==> config.mk <==
export PLATFORM = sky130hd
export DESIGN_NAME = sd_speed_switch_seq
export DESIGN_NICKNAME = d
export VERILOG_FILES = /design/src/rtl/sd_speed_switch_seq.sv
export SDC_FILE = /design/constraint.sdc
export NUM_CORES = 1
export LEC_CHECK = 0
export BUFFER_PORTS_ARGS = -buffer_cell sky130_fd_sc_hd__buf_2
export CORE_UTILIZATION = 47
export CTS_CLUSTER_DIAMETER = 50
export CTS_CLUSTER_SIZE = 24
export DETAILED_ROUTE_END_ITERATION = 10
export GPL_ROUTABILITY_DRIVEN = 0
export GPL_TIMING_DRIVEN = 0
export HOLD_SLACK_MARGIN = 0.05
export PLACE_DENSITY_LB_ADDON = 0.15
export SYNTH_ARGS = -nofsm -noshare
export SYNTH_HDL_FRONTEND = slang
export SYNTH_SLANG_ARGS = --single-unit
==> constraint.sdc <==
create_clock -name clk -period 2.6 [get_ports clk]
set_clock_uncertainty 0.15 [all_clocks]
set_input_delay 0.52 -clock clk [delete_from_list [all_inputs] [get_ports clk]]
set_output_delay 0.52 -clock clk [all_outputs]
set_load 0.02 [all_outputs]
==> src/rtl/sd_speed_switch_seq.sv <==
module sd_speed_switch_seq #(
  parameter int STATUS_BITS = 512,
  parameter int SUP_BIT_LO  = 400,
  parameter int FAIL_BIT_LO = 376,
  parameter int MAX_MODE    = 4
) (
  input  logic        clk,
  input  logic        rst_n,
  input  logic        req_valid,
  input  logic [2:0]  req_mode,
  output logic        busy,
  output logic        cmd_valid,
  input  logic        cmd_ready,
  output logic [31:0] cmd_arg,
  output logic [15:0] xfer_blocks,
  output logic [11:0] xfer_bytes,
  input  logic        cmd_done,
  input  logic        cmd_error,
  input  logic        st_valid,
  input  logic [7:0]  st_byte,
  output logic        done,
  output logic [1:0]  result,
  output logic [1:0]  clk_sel,
  output logic        vsel_1v8
);
  localparam int NBYTES   = STATUS_BITS / 8;
  localparam int CW       = $clog2(NBYTES);
  localparam int SUP_IDX  = (STATUS_BITS - 1 - SUP_BIT_LO) / 8;
  localparam int FAIL_IDX = (STATUS_BITS - 1 - FAIL_BIT_LO) / 8;

  typedef enum logic [2:0] {S_IDLE, S_QISS, S_QWAIT, S_CISS, S_CWAIT} st_t;

  st_t         st;
  logic [2:0]  mode_q;
  logic [CW-1:0] bcnt;
  logic [7:0]  sup_q;
  logic [3:0]  fail_q;

  assign busy        = st != S_IDLE;
  assign cmd_valid   = (st == S_QISS) || (st == S_CISS);
  assign cmd_arg     = {st == S_CISS, 7'd0, 20'hFFFFF, 1'b0, mode_q};
  assign xfer_blocks = 16'd1;
  assign xfer_bytes  = 12'(NBYTES);

  always_ff @(posedge clk) begin
    if (!rst_n) begin
      st       <= S_IDLE;
      mode_q   <= '0;
      bcnt     <= '0;
      sup_q    <= '0;
      fail_q   <= '0;
      done     <= 1'b0;
      result   <= '0;
      clk_sel  <= '0;
      vsel_1v8 <= 1'b0;
    end else begin
      done <= 1'b0;
      if ((st == S_QWAIT || st == S_CWAIT) && st_valid) begin
        bcnt <= bcnt + 1'b1;
        if (st == S_QWAIT && bcnt == CW'(SUP_IDX))  sup_q  <= st_byte;
        if (st == S_CWAIT && bcnt == CW'(FAIL_IDX)) fail_q <= st_byte[3:0];
      end
      case (st)
        S_IDLE: if (req_valid) begin
          if (int'(req_mode) > MAX_MODE) begin
            done   <= 1'b1;
            result <= 2'd1;
          end else begin
            mode_q <= req_mode;
            st     <= (req_mode == 3'd0) ? S_CISS : S_QISS;
          end
        end
        S_QISS, S_CISS: if (cmd_ready) begin
          bcnt <= '0;
          st   <= (st == S_QISS) ? S_QWAIT : S_CWAIT;
        end
        S_QWAIT: if (cmd_done) begin
          if (cmd_error) begin
            done <= 1'b1; result <= 2'd3; st <= S_IDLE;
          end else if (!sup_q[mode_q]) begin
            done <= 1'b1; result <= 2'd1; st <= S_IDLE;
          end else begin
            st <= S_CISS;
          end
        end
        S_CWAIT: if (cmd_done) begin
          done <= 1'b1;
          st   <= S_IDLE;
          if (cmd_error)            result <= 2'd3;
          else if (fail_q == 4'hF)  result <= 2'd2;
          else begin
            result   <= 2'd0;
            vsel_1v8 <= (mode_q == 3'd2) || (mode_q == 3'd3);
            case (mode_q)
              3'd1, 3'd4: clk_sel <= 2'd1;
              3'd2:       clk_sel <= 2'd2;
              3'd3:       clk_sel <= 2'd3;
              default:    clk_sel <= 2'd0;
            endcase
          end
        end
        default: st <= S_IDLE;
      endcase
    end
  end


  cmd_hold_chk: assert property (@(posedge clk) disable iff (!rst_n)
    cmd_valid && !cmd_ready |=> cmd_valid && $stable(cmd_arg));

  done_pulse_chk: assert property (@(posedge clk) disable iff (!rst_n)
    done |=> !done);

  done_idle_chk: assert property (@(posedge clk) disable iff (!rst_n)
    done |-> !busy);

  clk_move_chk: assert property (@(posedge clk) disable iff (!rst_n)
    !$stable(clk_sel) |-> done && result == 2'd0);

  vsel_rise_chk: assert property (@(posedge clk) disable iff (!rst_n)
    $rose(vsel_1v8) |-> done && result == 2'd0 && clk_sel >= 2'd2);

  keep_on_fail_chk: assert property (@(posedge clk) disable iff (!rst_n)
    done && result != 2'd0 |-> $stable(clk_sel) && $stable(vsel_1v8));
endmodule

==> results.txt, run 1 <==
The run finished with clean final reports. For this run the aggregate overflow at the end of global routing stands at 0. The H-tree was split into 2 levels. The classification of the worst-slack hold path was reg2reg. For this design the top-level I/O count stands at 86. The first element of the critical path is mode_q[1]$_SDFFE_PN0P_. Area of all placed cells without fillers: 2351 um^2. The routed wirelength normalized by instance count is 10.07 um, and the number of buffers created by CTS is 5. Cell internal power was estimated by the tool at 0.7431 mW. The proportion of netlist area held by the largest area contributor is 32.21%, and the post-synthesis cell type count is 42. The die is 64.98 um wide.

Data on the critical path is required at its endpoint by 2.66 ns. The initial utilization of the core area, before any placement, comes to 49.80%. Once detail routing completed, the nets flagged for antenna violations numbered 0.

The run gives 1504 as the via count. The clock input transition at the sequential cells of the worst setup and hold paths is 0.06 ns. The later-pin clock latency in the skew report was 0.28 ns; the number of hold violations in the final report was 0. During synthesis, Yosys emitted a total of 0 warnings. Of all nets on the critical path, the largest fanout is 6. By area the synthesized netlist is led by dfxtp_1 32%, buf_4 23%, mux2i_1 10%.

The tools report the final antenna diode count as 0. The worst setup path is launched from a flop. The logs give 211 for the gate count after technology mapping and 996.0 um^2 for the footprint of the multi-input gates. The number of nets in the final layout was 322; the number of buffers inserted by post-CTS setup repair was 0. The cell at the root of the clock tree is clkbuf_8. Cell accounting for the most synthesized area: dfxtp_1.

Per report_power, the clock group accounts for 32.7% of the total. In this run the power spent charging and discharging nets is 0.3167 mW. The number of hold buffers added after CTS was 0.

Entering global routing, the biggest net connects 11 pins. In this run switching power makes up 29.88% of total power. The area of the die came out at 4222 um^2. The minimum setup slack after placement was 0.5621 ns; the first-pass GRT wire length was 5.589 mm. By count the netlist is led by 57 x buf_4, 30 x dfxtp_1, 27 x nor2_1, 19 x mux2i_1, 11 x nand2_1. The logs give 0 for the setup violation total in the final timing report and 600.6 um^2 for the sequential cell area.

After synthesis the cells add up to 1864 um^2. Peak supply drop: 352.1 uV. The most frequent cell after synthesis is buf_4. Start point of the worst min-delay path: clk_sel[1]$_SDFFE_PN0P_. The critical path in this run is classified as reg2reg.

Max-cap violations in this run came to 0. Each instance of the synthesized netlist takes up on average 8.835 um^2. STA classifies the critical path endpoint as a flop. Sequential area share after synthesis: 32.21%. After synthesis the netlist holds a flip-flop and latch count of 30. The prevailing post-synth register cell is dfxtp_1. Summed over all nets, the half-perimeter wirelength after detailed placement is 2.757 mm. For the all-layer global routing usage, the log shows 17.51%. The minimum setup slack in the final design was 0.5539 ns. The number of port buffers is 29, and the total detailed-routing wirelength is 3.513 mm.

Maximum operating frequency: 488.7 MHz. TritonCTS built the clock tree. STA puts the critical path data arrival time at 2.11 ns. Fill cells in the final layout number 350. The logs give 30 for the total clock sinks and 0 ns for the total negative setup slack. The die extent in y works out to 64.98 um. The time the final worst path needs with I/O delays and setup is 2.046 ns. In the synthesized netlist the async set-or-reset flop fraction comes to 0%. Setup repair after global routing left no endpoint under its margin. Cells with a size suffix above 1 make up 34.88% of the layout. Registers are responsible for 44.8% of the overall power. The via count of the first global-routing pass was 1243; the final worst-path cycle share was 78.70%.

The first detailed-routing pass took 4 iterations. For this design the static power due to leakage is 1.214 nW. Measured on the finished design, the core utilization comes to 62.80%. Using the TritonRoute via totals, the vias-per-cell ratio works out to 4.309. The power density over the cells was 450.8 nW/um^2. Combinational logic burns 22.5% of the power.

The launch point of the worst reg-to-reg path was mode_q[1]$_SDFFE_PN0P_. The clock passes through at most 2 buffers. Counting flops with a built-in enable in the synthesized netlist gives 0. The total area inside the core boundary comes to 3744 um^2. The initial antenna violation count was 0. Compared with the post-synthesis result, the final layout area differs by 26.11%. Once placement finished, the instance area stood at 2272 um^2. For the number of max-slew violations in the final report, the log shows 0. The initial detailed-routing violation count was 63; the row count was 22.

The final routed DRC violation total was 0. The post-cts gate resize count is 0.
[per-stage QoR]
stage               std cells  power [mW]  hold WS, ns
floorplan                 265      0.6809       0.3014
global placement          342      0.7182       0.2973
detailed placement        342      0.7195       0.3036
CTS                       349       1.062       0.3129
global route              349       1.116       0.3244
finish                    349       1.060       0.3070
[power by group through the flow]
stage | combinational, mW | clock (mW) | sequential [mW]
floorplan | 0.191 | 0 | 0.490
finish | 0.239 | 0.346 | 0.475
CTS | 0.235 | 0.353 | 0.475
global route | 0.257 | 0.384 | 0.476
global placement | 0.234 | 0 | 0.484
detailed placement | 0.235 | 0 | 0.485
[registers in the layout (all words and copies together) (netlist names)]
| signal | count |
|---|---|
| sup_q | 8 |
| bcnt | 6 |
| fail_q | 4 |
| mode_q | 3 |
| st | 3 |
| clk_sel | 2 |
| result | 2 |
| done | 1 |
| vsel_1v8 | 1 |
[area by class of cell]
type                            count  share of cell area [%]
Buffer                             63                   19.37
Clock buffer                        5                   2.927
Clock inverter                      2                  0.4258
Inverter                            4                  0.6386
Multi-Input combinational cell    168                   42.36
Sequential cell                    30                   25.55
Tap cell                           48                   2.555
Timing Repair Buffer               29                   6.174
[worst paths after layout]
kind / cells after the start / end / slack [ns]
worst max register to register: 5 / result[1]$_SDFFE_PN0P_ / 0.55
worst min register to register: 2 / clk_sel[1]$_SDFFE_PN0P_ / 0.31
worst min-delay path: 2 / clk_sel[1]$_SDFFE_PN0P_ / 0.31
worst max-delay path: 5 / result[1]$_SDFFE_PN0P_ / 0.55
[routing by layer]
metal	share of wire, %	up-vias	global-route usage, %
met5	0	-	0
met4	1.6	0	8.333
met3	7.9	7	5.106
met2	48	61	28.52
met1	43	662	20.90
li1	-	774	-
[cells by family (layout without fill, tap and decap cells)]
| kind of cell | after synthesis | in the layout | synth area share (%) |
|---|---|---|---|
| and+or+nand+nor | 64 | 64 | 18.05 |
| adders and majority gates | 3 | 3 | 2.014 |
| xor gates and xnor gates | 5 | 5 | 2.349 |
| muxes | 22 | 22 | 13.62 |
| DFF | 30 | 30 | 32.21 |
| buffers and inverters | 67 | 103 | 25.23 |
| AOI/OAI and AO/OA | 18 | 18 | 6.107 |
| other | 2 | 56 | 0.4028 |
[cells in the final DEF, fill, tap and decap left out, types with 3 or more instances in the layout]
cell       n
a21oi_1    7
or3_1      3
inv_1      4
nand4_1    4
ha_1       3
clkbuf_8   5
xor2_1     4
nand2_1   11
conb_1    56
dfxtp_1   30
buf_4     57
mux2i_1   19
nor2_1    27
buf_2     33
[critical path, stage by stage, from the launching register on]
cell and delay (ns):
dfxtp_1 0.46, mux4_1 0.60, mux2i_1 0.19, nor4b_2 0.10, nor3_2 0.25, mux2i_1 0.21
No activity file was read; power rests on OpenSTA's default activity.
==> inputs of run 2 (changes only) <==
==> constraint.sdc (replaced) <==
create_clock -name clk -period 2.01 [get_ports clk]
set_clock_uncertainty 0.15 [all_clocks]
set_input_delay 0.402 -clock clk [delete_from_list [all_inputs] [get_ports clk]]
set_output_delay 0.402 -clock clk [all_outputs]
set_load 0.02 [all_outputs]
==> run 2 against run 1 <==
Compared with the run above:
- worst setup slack got worse by 0.45 ns
- flip-flop and latch count did not move
- global-route usage did not move
- power rose by 29%
- critical path type unchanged
- largest power group unchanged
==> results.txt, run 2 (synthesis gave the netlist of run 1 again) <==
For this run, design rule violations remaining after detail routing come to 0. The area of the die was 4222 um^2; the total grt overflow was 0. The routed wirelength normalized by instance count is 10.05 um. STA classifies the critical path endpoint as a flop.

Largest net degree at the start of global routing: 11. The run gives 0 as the number of hold violations in the final report. The register with the most flip-flops in the layout has 8 of them. After detailed routing, the wire length on met1 is 1.485 mm. The half-perimeter wire length after detailed placement came out at 2.757 mm. The die is 64.98 um wide. Across the run, the number of max-cap violations was 0. Total power for the finished layout comes to 1.370 mW.

After detailed routing, the number of vias per cell comes to 4.278. Wire segments on met2 add up to 1.696 mm in the final route. The worst hold path belongs to the class in2reg. In this run the worst path has a maximum fanout of 6. Counting every sink on the clock net gives 30.

The all-layer global routing usage came out at 17.51%. The critical setup path kind was reg2reg. Setup repair after global routing left no endpoint under its margin. First element of the critical path: mode_q[1]$_SDFFE_PN0P_.

The tools report the final antenna diode count as 0. At the end of the flow the core is filled with cells to 63.17%. The tree is rooted in a clkbuf_8. After the last flow step, the layout net total stands at 322. The total iterations of the first detailed-routing run was 4; the number of port buffers was 29. The H-tree generated during clock tree synthesis spans 2 levels. Summed over all failing endpoints, the final setup total negative slack is 0 ns. Most common cell after layout, fill and taps aside: buf_4. The peak supply drop was 456.0 uV; the total detailed-routing wirelength was 3.508 mm.

The first routing iteration left 65 violations. Ranked by flip-flop count, first place goes to sup_q. Summed over all nets, wire length on met3 after detailed routing comes to 311 um. The run gives 0 as the number of buffers inserted by post-CTS setup repair. The run gives 49.80% as the initial standard-cell utilization of the core.

Number of max-slew violations in the final report: 0. The logs give 0 for the remaining antenna violation count after routing and 0 for the initial antenna violation count. The proportion of layout cells with a drive suffix above 1 is 36.21%. The detailed router used layers up to and including met4. Data arrival at the endpoint of the critical path: 1.97 ns. For the via count of the first global-routing pass, the log shows 1243. The die extent in y came out at 64.98 um.

In this run, CTS created clock tree buffers numbering 5. For this design, the CTS-stage hold fixing added 0 buffers. The clock input transition at the sequential cells of the worst setup and hold paths is 0.06 ns. The worst register-to-register path begins at mode_q[1]$_SDFFE_PN0P_. The via count is 1493, and the setup violation total in the final timing report is 0. From synthesis to final layout, the design area changed by 26.85%. The worst path meets setup with 0.1024 ns of slack. 86 I/O pins were placed. For the later-pin clock latency in the skew report, the log shows 0.28 ns. Counting along the longest clock path gives a buffer depth of 2. Data on the critical path is required at its endpoint by 2.07 ns.

In this run the power density over the cells is 579.4 nW/um^2. Maximum operating frequency: 524.2 MHz. The worst hold path begins at st_byte[4]. The time the final worst path needs with I/O delays and setup is 1.908 ns. The library cells used most frequently in the layout, excluding fill and tap cells, are 57 x buf_4, 56 x conb_1, 32 x buf_2, 29 x dfxtp_1, 26 x nor2_1. In the final layout, the registers with the most flip-flops are sup_q (8), bcnt (6), fail_q (4).

Of the available clock period, the critical path in the final layout requires 94.90%. The worst setup path is launched from a flop. The core region is 3744 um^2.

The first-pass GRT wire length is 5.589 mm. The run finished with clean final reports. The floorplan has 22 rows. TritonCTS built the clock tree.

The run gives 1.211 nW as the leakage power figure. The tools report the minimum setup slack after placement as -0.02788 ns.
==> run 2: metrics by stage <==
stage               instances  hold WS [ns]  instance area [um^2]
floorplan                 265        0.3014                  2067
global placement          342        0.2973                  2272
detailed placement        342        0.3036                  2272
CTS                       349        0.2111                  2352
global route              349        0.2164                  2365
finish                    349        0.2108                  2365
==> run 2: final cells by class <==
| type | instances | area (um^2) |
|---|---|---|
| fill | 348 | 1379 |
| multi-input combinational | 168 | 1006 |
| sequential | 30 | 601.8 |
| buffer | 63 | 457.9 |
| timing repair buffer | 29 | 145.1 |
| clock buffer | 5 | 68.82 |
| tap | 48 | 60.06 |
| inverter | 4 | 15.01 |
| clock inverter | 2 | 10.01 |
==> run 2: path summary, 6_finish.rpt <==
kind	to	cells past startpoint	slack, ns
worst max register to register	result[1]$_SDFFE_PN0P_	5	0.10
worst min-delay path	sup_q[4]$_SDFFE_PN0P_	3	0.21
worst max-delay path	result[1]$_SDFFE_PN0P_	5	0.10
worst min register to register	clk_sel[1]$_SDFFE_PN0P_	2	0.31
==> run 2: worst max-delay path: stages, from the launching register on <==
cell and delay, ns:
dfxtp_2 0.40, mux4_1 0.57, mux2i_1 0.20, nor4b_2 0.11, nor3_2 0.20, mux2i_1 0.21
==> run 2: what timing repair did <==
| item | CTS | global route |
|---|---|---|
| resized for setup | 1 | 4 |
| setup endpoints to repair | 1 | 10 |
| pin swaps | 0 | 1 |
==> run 2: power by group <==
part           switching, mW  total (mW)  internal [mW]
registers            0.00951       0.615          0.605
clock network          0.214       0.445          0.232
logic                  0.184       0.310          0.126
==> run 2: metal layers <==
layer | GRT usage (%) | vias to the layer above
met1 | 20.90 | 650
met2 | 28.52 | 64
met4 | 8.333 | 0
met3 | 5.106 | 2
met5 | 0 | -
li1 | - | 777
==> inputs of run 3 (changes only) <==
--- a/config.mk
+++ b/config.mk
@@ -5,11 +5,11 @@
 export SDC_FILE = /design/constraint.sdc
 export NUM_CORES = 1
 export LEC_CHECK = 0
-export BUFFER_PORTS_ARGS = -buffer_cell sky130_fd_sc_hd__buf_2
-export CORE_UTILIZATION = 47
+export CORE_UTILIZATION = 51
 export CTS_CLUSTER_DIAMETER = 50
 export CTS_CLUSTER_SIZE = 24
 export DETAILED_ROUTE_END_ITERATION = 10
+export DONT_BUFFER_PORTS = 1
 export GPL_ROUTABILITY_DRIVEN = 0
 export GPL_TIMING_DRIVEN = 0
 export HOLD_SLACK_MARGIN = 0.05
==> constraint.sdc (replaced) <==
create_clock -name clk -period 1.7 [get_ports clk]
set_clock_uncertainty 0.15 [all_clocks]
set_input_delay 0.34 -clock clk [delete_from_list [all_inputs] [get_ports clk]]
set_output_delay 0.34 -clock clk [all_outputs]
set_load 0.02 [all_outputs]
==> run 3 against run 2 <==
Compared with the run above:
- the flow now finishes with violations (negative setup slack)
- power up 12%
- critical endpoint is now result[0]$_SDFFE_PN0P_
- via count up 2.3%
- combinational power up 26%
- design area up 6.5%
- sequential share of layout area down 1.3 points
- critical path type unchanged
- hold slack worse by 0.14 ns
- routed wire length up 8.7%
- die area down 7.6%
- non-clock buffer count down 2
- critical path depth up 1
==> results.txt, run 3 (synthesis gave the netlist of run 1 again) <==
The slowest cell on the critical path was mux4_2. TritonCTS built the clock tree. The critical path goes through mux4_2 > mux2i_4 > nor4b_4 > nor3_2 > buf_4 > o21a_1. The die covers 3901 um^2.

Combined buffer and inverter count along the critical path: 1. The library cell used most frequently in the layout, excluding fill and tap cells, is buf_4. The register with the most flip-flops in the layout has 8 of them. The number of port buffers works out to 0. The number of cells on the critical path was 6. The startpoint identified for the worst register-to-register timing path is mode_q[1]$_SDFFE_PN0P_. The HPWL after detailed placement is 2.563 mm.

The area growth from synthesis to layout is 35.10%. Measured in cells, the most critical reg-to-reg path has a length of 6. 86 I/O pins were placed. The transition time of the tightest slew-check pin was 0.5071 ns. The checks that failed: negative setup slack. Along the worst path, the maximum fanout reaches 6. For the minimum setup slack in the final design, the log shows -0.1949 ns. The tools report the peak supply drop as 529.4 uV. The leakage power figure was 1.196 nW; the remaining antenna violation count after routing was 0. Across the run, the number of max-cap violations was 0. The row count came out at 21. The first global-routing pass estimated 5.878 mm of wire.

The initial antenna violation count was 0. In the final layout, the multi-input gates occupy 1067 um^2. The maximum clock insertion buffer count came out at 2. Critical setup path kind: reg2reg. The tools report the first element of the critical path as mode_q[1]$_SDFFE_PN0P_. The number of nets in the final layout came out at 320. Classification of the worst-slack hold path: in2reg. The tools report the number of max-slew violations in the final report as 0. Chip width: 62.46 um.

For this run, the slowest stage of the critical path takes 0.55 ns. More flip-flops sit in one register than any other, and that register is sup_q. The routed layout has 1528 vias.

The post-route core utilization was 73.74%. At the worst endpoint, the arrival time is 2.02 ns. Number of filler cells placed in the layout: 274. Leaving out fill and tap cells, the most frequent cells in the layout are 70 x buf_4, 56 x conb_1, 26 x nor2_1, 25 x dfxtp_1, 18 x mux2i_1.

The setup slack of the most critical reg-to-reg path is -0.19 ns, and the later-pin clock latency in the skew report is 0.33 ns. The tools report the endpoint of the worst-slack reg-to-reg timing path as result[0]$_SDFFE_PN0P_. The logs give 1.83 ns for the critical path data required time and 54.58% for the initial standard-cell utilization of the core. The tools report the final routed DRC violation total as 0.

The ratio of routed vias to standard cells came out at 4.416. The run finished, with violations left. The critical path ends at result[0]$_SDFFE_PN0P_. The critical path startpoint category was a flop. The first detailed-routing pass ran for 4 iterations. The root buffer cell chosen for the clock tree is clkbuf_4. The total clock sinks is 30, and the final antenna diode count is 0.

The initial detailed-routing violation count is 69. The tools report the worst max-slew margin expressed relative to the limit as 66.19%. The largest registers in the layout are sup_q (8), bcnt (6), fail_q (4). Across all hold checks on the routed design, the worst slack comes to 0.07550 ns. Setup repair after global routing could not meet its margin everywhere. Setup violations remaining at the end of the flow were counted as 15.

The final critical path takes up 111.5% of the cycle. The post-route netlist has 35.00% of its cells at a drive strength greater than 1. After floorplanning, the core was sized to cover 3416 um^2. For this run the aggregate overflow at the end of global routing stands at 0. The clock input transition at the sequential cells of the worst setup and hold paths is 0.10 ns, and the time the final worst path needs with I/O delays and setup is 1.895 ns. Routed wirelength normalized by instance count: 11.02 um.

The run gives 3.813 mm as the total detailed-routing wirelength. Timing would allow up to 527.7 MHz. Number of hold violations in the final report: 0. For the sequential cell area, the log shows 609.3 um^2. The die extent in y was 62.46 um. For this design the ratio of total power to cell area is 607.8 nW/um^2. The all-layer global routing usage came out at 19.30%.

The via count of the first global-routing pass was 1298. Top cell family by delay on the critical path: multiplexers. The critical path endpoint category is a flop.

The logs give 2 for the number of levels the H-tree was split into and 11 for the largest net degree at the start of global routing. The number of buffers created by CTS was 5.
run 3: layer usage:
metal  vias up  wire length (um)  global-route usage [%]
met4         0                38                   6.977
met3         6               357                   9.124
met5         -                 0                       0
met1       674              1527                   20.88
met2        76              1890                   32.61
li1        772                 -                       -
run 3: report_power, final:
group | total, mW | switching [mW] | internal (mW)
Combinational | 0.390 | 0.211 | 0.178
Sequential | 0.740 | 0.0254 | 0.715
Clock | 0.401 | 0.244 | 0.157
run 3: cell type report:
| type | count | area share [%] |
|---|---|---|
| clock buffer | 6 | 1.639 |
| timing repair buffer | 27 | 9.439 |
| inverter | 4 | 0.5961 |
| sequential | 30 | 24.19 |
| tap | 46 | 2.285 |
| buffer | 63 | 19.08 |
| multi-input combinational | 168 | 42.37 |
| clock inverter | 2 | 0.3974 |
run 3: worst min path at each step:
stage | to | slack, ns | cells past startpoint | start
global placement | sup_q[1]$_SDFFE_PN0P_ | 0.32 | 2 | sup_q[1]$_SDFFE_PN0P_
global route | result[0]$_SDFFE_PN0P_ | 0.05 | 2 | rst_n
finish | result[0]$_SDFFE_PN0P_ | 0.08 | 2 | rst_n
CTS | result[0]$_SDFFE_PN0P_ | 0.07 | 2 | rst_n
detailed placement | sup_q[7]$_SDFFE_PN0P_ | 0.34 | 2 | sup_q[7]$_SDFFE_PN0P_
floorplan | sup_q[4]$_SDFFE_PN0P_ | 0.30 | 2 | sup_q[4]$_SDFFE_PN0P_
run 3: per-stage QoR:
stage	cell area (um^2)	cells	setup slack [ns]	power, mW	setup TNS [ns]
2_1_floorplan	2063	265	0.0002421	1.042	0
5_1_grt	2519	346	-0.2864	1.605	-2.432
3_3_place_gp	2121	311	-0.2146	1.062	-2.840
3_5_place_dp	2121	311	-0.2406	1.063	-3.267
6_report	2519	346	-0.1949	1.531	-1.258
4_1_cts	2475	343	-0.1853	1.526	-1.303
run 3: what timing repair did:
action	CTS	global route
resized for setup	25	6
buffers inserted	10	3
hold buffers	14	0
endpoints found under the setup margin	28	22
pin swaps	7	3
endpoints found under the hold margin	19	0
